[config.mk]
export PLATFORM = sky130hd
export DESIGN_NAME = vfd_scan_seq
export DESIGN_NICKNAME = d
export VERILOG_FILES = /design/src/rtl/vfd_pkg.sv /design/src/rtl/vfd_regs.sv /design/src/rtl/vfd_slot_timer.sv /design/src/rtl/vfd_fetch.sv /design/src/rtl/vfd_scan_seq.sv
export SDC_FILE = /design/constraint.sdc
export NUM_CORES = 1
export LEC_CHECK = 0
export CELL_PAD_IN_SITES_DETAIL_PLACEMENT = 1
export CELL_PAD_IN_SITES_GLOBAL_PLACEMENT = 1
export CORE_MARGIN = 8
export CORE_UTILIZATION = 48
export DETAILED_ROUTE_END_ITERATION = 6
export PLACE_DENSITY = 0.92
export SLEW_MARGIN = 15
export SYNTH_ARGS = -nofsm -noshare
export SYNTH_HDL_FRONTEND = slang
export SYNTH_SLANG_ARGS = --single-unit
[constraint.sdc]
create_clock -name clk -period 6.65 [get_ports clk]
set_clock_uncertainty 0.05 [all_clocks]
set_input_delay 0.9975 -clock clk [delete_from_list [all_inputs] [get_ports clk]]
set_output_delay 0.9975 -clock clk [all_outputs]
set_load 0.05 [all_outputs]
[src/rtl/vfd_pkg.sv]
package vfd_pkg;
  localparam int ADDR_W = 8;

  localparam logic [1:0] REG_CTRL   = 2'd0;
  localparam logic [1:0] REG_FIRST  = 2'd1;
  localparam logic [1:0] REG_RELOAD = 2'd2;
  localparam logic [1:0] REG_DUTY   = 2'd3;

  typedef struct packed {
    logic [1:0] spare;
    logic       clr;
    logic [1:0] period;
    logic       grad;
    logic       start;
    logic       auto_en;
  } ctrl_t;
endpackage

[src/rtl/vfd_regs.sv]
module vfd_regs
  import vfd_pkg::*;
(
  input  logic              clk,
  input  logic              rst_n,
  input  logic              wr_en,
  input  logic [1:0]        wr_addr,
  input  logic [7:0]        wr_data,
  output ctrl_t             ctrl,
  output logic [ADDR_W-1:0] first,
  output logic [ADDR_W-1:0] reload,
  output logic [7:0]        duty,
  output logic              flag_clr
);
  ctrl_t             ctrl_d;
  logic [ADDR_W-1:0] first_d, reload_d;
  logic [7:0]        duty_d;
  logic              ctrl_we, first_we, reload_we, duty_we;

  always_comb begin
    ctrl_we   = wr_en && (wr_addr == REG_CTRL);
    first_we  = wr_en && (wr_addr == REG_FIRST);
    reload_we = wr_en && (wr_addr == REG_RELOAD);
    duty_we   = wr_en && (wr_addr == REG_DUTY);
    ctrl_d    = ctrl_t'(wr_data);
    ctrl_d.clr = 1'b0;
    first_d   = wr_data[ADDR_W-1:0];
    reload_d  = wr_data[ADDR_W-1:0];
    duty_d    = wr_data;
    flag_clr  = ctrl_we && wr_data[5];
  end

  always_ff @(posedge clk or negedge rst_n) begin
    if (!rst_n) begin
      ctrl   <= '0;
      first  <= '0;
      reload <= '0;
      duty   <= '0;
    end else begin
      if (ctrl_we)   ctrl   <= ctrl_d;
      if (first_we)  first  <= first_d;
      if (reload_we) reload <= reload_d;
      if (duty_we)   duty   <= duty_d;
    end
  end
endmodule

[src/rtl/vfd_slot_timer.sv]
module vfd_slot_timer #(
  parameter int SLOT_CYC = 16,
  localparam int CYC_W = $clog2(SLOT_CYC)
) (
  input  logic             clk,
  input  logic             rst_n,
  input  logic             run,
  input  logic [1:0]       period,
  input  logic [7:0]       duty,
  input  logic             flag_clr,
  output logic [CYC_W-1:0] cyc,
  output logic             bnd,
  output logic             duty_on,
  output logic             irq,
  output logic             flag
);
  localparam logic [CYC_W-1:0] LAST = CYC_W'(SLOT_CYC - 1);

  logic [CYC_W-1:0] cyc_d;
  logic [1:0]       scnt, scnt_d, per_n;
  logic             irq_d, flag_d, hit;

  always_comb begin
    bnd     = run && (cyc == LAST);
    duty_on = run && ({{(8-CYC_W){1'b0}}, cyc} < duty);
    per_n   = (period == 2'd0) ? 2'd1 : period;
    hit     = bnd && (scnt == per_n - 2'd1);
    cyc_d   = cyc;
    scnt_d  = scnt;
    if (!run) begin
      cyc_d  = '0;
      scnt_d = '0;
    end else begin
      cyc_d = bnd ? '0 : cyc + 1'b1;
      if (bnd) scnt_d = hit ? 2'd0 : scnt + 2'd1;
    end
    irq_d  = hit;
    flag_d = hit ? 1'b1 : (flag_clr ? 1'b0 : flag);
  end

  always_ff @(posedge clk or negedge rst_n) begin
    if (!rst_n) begin
      cyc  <= '0;
      scnt <= '0;
      irq  <= 1'b0;
      flag <= 1'b0;
    end else begin
      cyc  <= cyc_d;
      scnt <= scnt_d;
      irq  <= irq_d;
      flag <= flag_d;
    end
  end
endmodule

[src/rtl/vfd_fetch.sv]
module vfd_fetch
  import vfd_pkg::*;
#(
  parameter int SEG_W    = 8,
  parameter int SLOT_CYC = 16,
  parameter logic [ADDR_W-1:0] GRAD_OFF = 8'h70,
  localparam int CYC_W = $clog2(SLOT_CYC)
) (
  input  logic              clk,
  input  logic              rst_n,
  input  logic              run,
  input  logic              grad_en,
  input  logic [ADDR_W-1:0] first,
  input  logic [ADDR_W-1:0] reload,
  input  logic [CYC_W-1:0]  cyc,
  input  logic              bnd,
  input  logic [SEG_W-1:0]  ram_rdata,
  output logic              ram_rd_en,
  output logic [ADDR_W-1:0] ram_addr,
  output logic [SEG_W-1:0]  seg_q,
  output logic [SEG_W-1:0]  grad_q,
  output logic [ADDR_W-1:0] ptr
);
  localparam logic [CYC_W-1:0] RD_SEG  = CYC_W'(SLOT_CYC - 3);
  localparam logic [CYC_W-1:0] RD_GRAD = CYC_W'(SLOT_CYC - 2);

  logic [ADDR_W-1:0] slot_addr, ptr_d, ptr_dec;
  logic [SEG_W-1:0]  stage, stage_d, seg_d, grad_d;
  logic              rd_seg, rd_grad;

  always_comb begin
    slot_addr = first - (reload - ptr);
    rd_seg    = run && (cyc == RD_SEG);
    rd_grad   = run && grad_en && (cyc == RD_GRAD);
    ram_rd_en = rd_seg || rd_grad;
    ram_addr  = rd_grad ? (slot_addr - GRAD_OFF) : slot_addr;
    ptr_dec   = ptr - 1'b1;
    ptr_d     = ptr;
    stage_d   = stage;
    seg_d     = seg_q;
    grad_d    = grad_q;
    if (!run) begin
      ptr_d   = reload;
      stage_d = '0;
      seg_d   = '0;
      grad_d  = '0;
    end else begin
      if (cyc == RD_GRAD) stage_d = ram_rdata;
      if (bnd) begin
        seg_d  = stage;
        grad_d = grad_en ? ram_rdata : '0;
        ptr_d  = (ptr_dec == '1) ? reload : ptr_dec;
      end
    end
  end

  always_ff @(posedge clk or negedge rst_n) begin
    if (!rst_n) begin
      ptr    <= '0;
      stage  <= '0;
      seg_q  <= '0;
      grad_q <= '0;
    end else begin
      ptr    <= ptr_d;
      stage  <= stage_d;
      seg_q  <= seg_d;
      grad_q <= grad_d;
    end
  end
endmodule

[src/rtl/vfd_scan_seq.sv]
module vfd_scan_seq
  import vfd_pkg::*;
#(
  parameter int SEG_W    = 8,
  parameter int SLOT_CYC = 16,
  parameter logic [7:0] GRAD_OFF = 8'h70
) (
  input  logic              clk,
  input  logic              rst_n,
  input  logic              wr_en,
  input  logic [1:0]        wr_addr,
  input  logic [7:0]        wr_data,
  output logic              ram_rd_en,
  output logic [ADDR_W-1:0] ram_addr,
  input  logic [SEG_W-1:0]  ram_rdata,
  output logic [SEG_W-1:0]  seg_out,
  output logic              dim_out,
  output logic              blank_irq,
  output logic              blank_flag
);
  localparam int CYC_W = $clog2(SLOT_CYC);

  logic              rs_meta, rst_sync_n;
  ctrl_t             ctrl;
  logic [ADDR_W-1:0] first, reload, ptr;
  logic [7:0]        duty;
  logic              flag_clr, run, bnd, duty_on;
  logic [CYC_W-1:0]  cyc;
  logic [SEG_W-1:0]  seg_q, grad_q;

  always_ff @(posedge clk or negedge rst_n) begin
    if (!rst_n) begin
      rs_meta    <= 1'b0;
      rst_sync_n <= 1'b0;
    end else begin
      rs_meta    <= 1'b1;
      rst_sync_n <= rs_meta;
    end
  end

  vfd_regs u_regs (
    .clk(clk), .rst_n(rst_sync_n), .wr_en(wr_en), .wr_addr(wr_addr),
    .wr_data(wr_data), .ctrl(ctrl), .first(first), .reload(reload),
    .duty(duty), .flag_clr(flag_clr)
  );

  assign run = ctrl.auto_en && ctrl.start;

  vfd_slot_timer #(.SLOT_CYC(SLOT_CYC)) u_timer (
    .clk(clk), .rst_n(rst_sync_n), .run(run), .period(ctrl.period),
    .duty(duty), .flag_clr(flag_clr), .cyc(cyc), .bnd(bnd),
    .duty_on(duty_on), .irq(blank_irq), .flag(blank_flag)
  );

  vfd_fetch #(.SEG_W(SEG_W), .SLOT_CYC(SLOT_CYC), .GRAD_OFF(GRAD_OFF)) u_fetch (
    .clk(clk), .rst_n(rst_sync_n), .run(run), .grad_en(ctrl.grad),
    .first(first), .reload(reload), .cyc(cyc), .bnd(bnd),
    .ram_rdata(ram_rdata), .ram_rd_en(ram_rd_en), .ram_addr(ram_addr),
    .seg_q(seg_q), .grad_q(grad_q), .ptr(ptr)
  );

  always_comb begin
    seg_out = run ? (seg_q & ~(grad_q & {SEG_W{~duty_on}})) : '0;
    dim_out = duty_on;
  end
endmodule

==> out/qor.yml <==
outcome: "completed"
layout_setup_ws_ps: 1580
die_w_um: 107
syn-cell-area_um2: 3950
design.core.area_um2: 8090
cts-resized-gates: 0
groute.usage.overall: 0.215
dp_hpwl_um: 7790
clk_root_buffer_cell: "sky130_fd_sc_hd__clkbuf_8"
critPathCaptureType: "primary output"
antenna_cells_inserted: 0
wire_length_of_the_first_global_routing_pass_um: 19300
max-clock-path-buffers: 2
synthDominantCellAreaShare: 0.449
critical_path_class: "flop to primary output"
layout-area-overhead-vs-synth_pct: 19.3
tritoncts: "done"
path_cells: "inv_1 > fa_1 > inv_1 > ha_1 > a21oi_1 > o221ai_1 > or3_1 > ha_1 > nand3_1 > xnor2_1 > xnor2_1 > clkdlybuf4s50_1"
final_net_count: 488
routedWlPerCell_um: 21.0
num_vias: 3255
peak_supply_drop_mv: 0.378
drt-initial-drc-count: 199
drive_gt1_frac: 0.131
critical_path.slowest_cell: "sky130_fd_sc_hd__clkdlybuf4s50_1"
htree_levels: 3
tightest_slew_ps: 989
post_synth_main_area_contributors: "sky130_fd_sc_hd__dfrtp_1, sky130_fd_sc_hd__mux2_2, sky130_fd_sc_hd__nand2_1, sky130_fd_sc_hd__ha_1, sky130_fd_sc_hd__a21oi_1"
worstHoldPathType: "flop to flop"
numCtsBuffers: 9
hold_buffers: 0
post_synth_inst_count: 404
final_area_um2: 4720
syn-mean-instance-area_um2: 9.79
worstSkewPairLatency_ps: 350
synth-edff-count: 0
crit_path_max_fanout: 8
design.die.area_um2: 11400
clk_pin_slew_worst_paths_ps: 80
drt-vias-per-instance: 5.88
synth.distinct_cells: 47
numPortBuffers: 40
synth_async_sr_flop_share: 1.00
antenna_left: 0
number_of_buffers_inserted_by_post_cts_setup_repair: 0
timing.critical_path.from_type: "flop"
ys_top_cells_by_count: "sky130_fd_sc_hd__dfrtp_1, sky130_fd_sc_hd__nand2_1, sky130_fd_sc_hd__inv_1, sky130_fd_sc_hd__a21oi_1, sky130_fd_sc_hd__mux2_2"
internal_power_uw: 1250
wirelength_um: 11600
start_util: 0.489
crit_path_max_incr_delay_ps: 810
max_freq_mhz: 197
number_of_antenna_violations_at_the_first_check_in_global_routing: 0
clock_power_share: 0.193
synth-warning-count: 0
place_congestion: 0.887
setup_viol_count_final: 0
timing.final.max_slew_violations: 0
power.density_nw_per_um2: 483
max_cap_viol_count: 0
synthDominantAreaCellType: "sky130_fd_sc_hd__dfrtp_1"
largest_net_degree_at_the_start_of_global_routing: 70
power.sequential.fraction: 0.246
cp.arrival_ps: 4020
combPwrFrac: 0.561
report.final.hold_viol_count: 0
power.net_switching_uw: 1030
synth.ff_latch_count: 71
dpl-instance-area_um2: 4460
final_period_minus_worst_setup_slack_ps: 5070
switching_share_of_total_power: 0.453
synthFlopType: "sky130_fd_sc_hd__dfrtp_1"
pre_cts_ws_ps: 1970
synth.most_common_cell: "sky130_fd_sc_hd__dfrtp_1"
crit_required_ps: 5600
clock_sinks: 71
final_min_period_over_clock_period: 0.762
fp-row-count: 33
fp.dieH_um: 107
fin_setup_tns_ps: 0
drt_first_pass_iters: 6
floorplan.io_pins: 41
max_slew_margin: 0.339
n_fill_cell: 924
synthesis.nets: 448
first_global_vias: 3751
power_leakage_uw: 0.00209
yosysSeqAreaShare: 0.449
unrepaired_setup_endpoints_after_global_routing: "false"
remaining_global_route_overflow: 0
post-route-drc-count: 0
[worst paths after layout]
| check | end | cells after the start | slack, ps | start |
|---|---|---|---|---|
| hold / removal | rst_sync_n | 0 | 310 | rs_meta |
| setup / recovery | ram_addr[6] | 12 | 1580 | u_fetch.ptr[3] |
| min in group asynchronous | u_timer.cyc[1] | 1 | 410 | rst_sync_n |
| setup reg to reg | u_fetch.ptr[4] | 6 | 3710 | u_timer.cyc[0] |
| hold reg to reg | rst_sync_n | 0 | 310 | rs_meta |
| max in group asynchronous | u_fetch.ptr[3] | 1 | 5560 | rst_sync_n |
[power groups by stage]
stage	Sequential (uW)	Clock [uW]	Combinational (uW)
floorplan	544	0	929
global placement	555	0	1220
detailed placement	564	0	1270
CTS	558	443	1290
global route	569	461	1380
finish	560	440	1280
[worst max-delay path: cells and delay by family (launching register included)]
| kind | cells | cell delay (ps) |
|---|---|---|
| DFF | 1 | 480 |
| buffers and inverters | 3 | 980 |
| and+or+nand+nor | 2 | 460 |
| AOI/OAI and AO/OA | 2 | 420 |
| xor gates and xnor gates | 2 | 280 |
| adders and majority gates | 3 | 1060 |
[metal layers]
metal	track usage	wire (um)	part of all wire
met2	0.378	6130	0.53
met5	0	0	0
met3	0.0450	691	0.059
met4	0.112	350	0.030
met1	0.240	4450	0.38
[layout by cell type, fill, tap and decap left out, drive strengths merged, types with 2 or more instances in the layout]
| cell | n |
|---|---|
| or3 | 2 |
| bufinv | 3 |
| buf | 4 |
| nor4 | 3 |
| mux2i | 3 |
| nand3 | 16 |
| o31a | 2 |
| a21o | 5 |
| xor2 | 4 |
| nor2b | 2 |
| a21oi | 30 |
| nand2b | 8 |
| nor3b | 2 |
| fa | 7 |
| mux2 | 30 |
| nor3 | 8 |
| dfrtp | 71 |
| o21ai | 8 |
| nor2 | 16 |
| o41ai | 2 |
| and3 | 3 |
| clkdlybuf4s50 | 40 |
| a31oi | 10 |
| ha | 16 |
| clkinv | 2 |
| xnor2 | 14 |
| nand3b | 2 |
| clkbuf | 11 |
| or4 | 2 |
| a211oi | 5 |
| nand2 | 64 |
| o22ai | 2 |
| o211ai | 2 |
| inv | 37 |
[area by class of cell]
class,instances,area [um2],area share
clock buffers,11,151,0.0321
clock inverters,5,104,0.0220
inverters,37,139,0.0295
multi-input cells,281,1980,0.420
flip-flops and latches,71,1780,0.377
well taps,105,131,0.0279
repair buffers,44,430,0.0913
[registers in the layout (all words and copies together), names as in the netlist]
name	count
u_timer.flag	1
u_timer.cyc	4
u_fetch.stage	8
u_timer.irq	1
u_fetch.ptr	8
u_regs.duty	8
u_regs.first	8
u_regs.ctrl	5
u_regs.reload	8
u_timer.scnt	2
rs_meta	1
rst_sync_n	1
u_fetch.seg_q	8
u_fetch.grad_q	8
[cells by family (layout without fill, tap and decap cells)]
logic type / after synthesis / in the layout / share of synthesized area
adders and majority gates: 23 / 23 / 0.0861
other: 1 / 1 / 0.000948
and+or+nand+nor: 133 / 133 / 0.165
AOI/OAI and AO/OA: 73 / 73 / 0.116
xor gates and xnor gates: 18 / 18 / 0.0399
muxes: 33 / 33 / 0.0930
DFF: 71 / 71 / 0.449
buffers and inverters: 52 / 97 / 0.0494
[per-stage QoR]
step	hold slack, ps	util	power (uW)	cells
4_1_cts	314	0.583	2290	554
2_1_floorplan	281	-	1470	404
5_1_grt	320	0.583	2410	554
6_report	314	0.583	2280	554
3_3_place_gp	292	0.551	1770	538
3_5_place_dp	296	0.551	1840	538
Note: power is estimated with default switching activity, not from simulation.
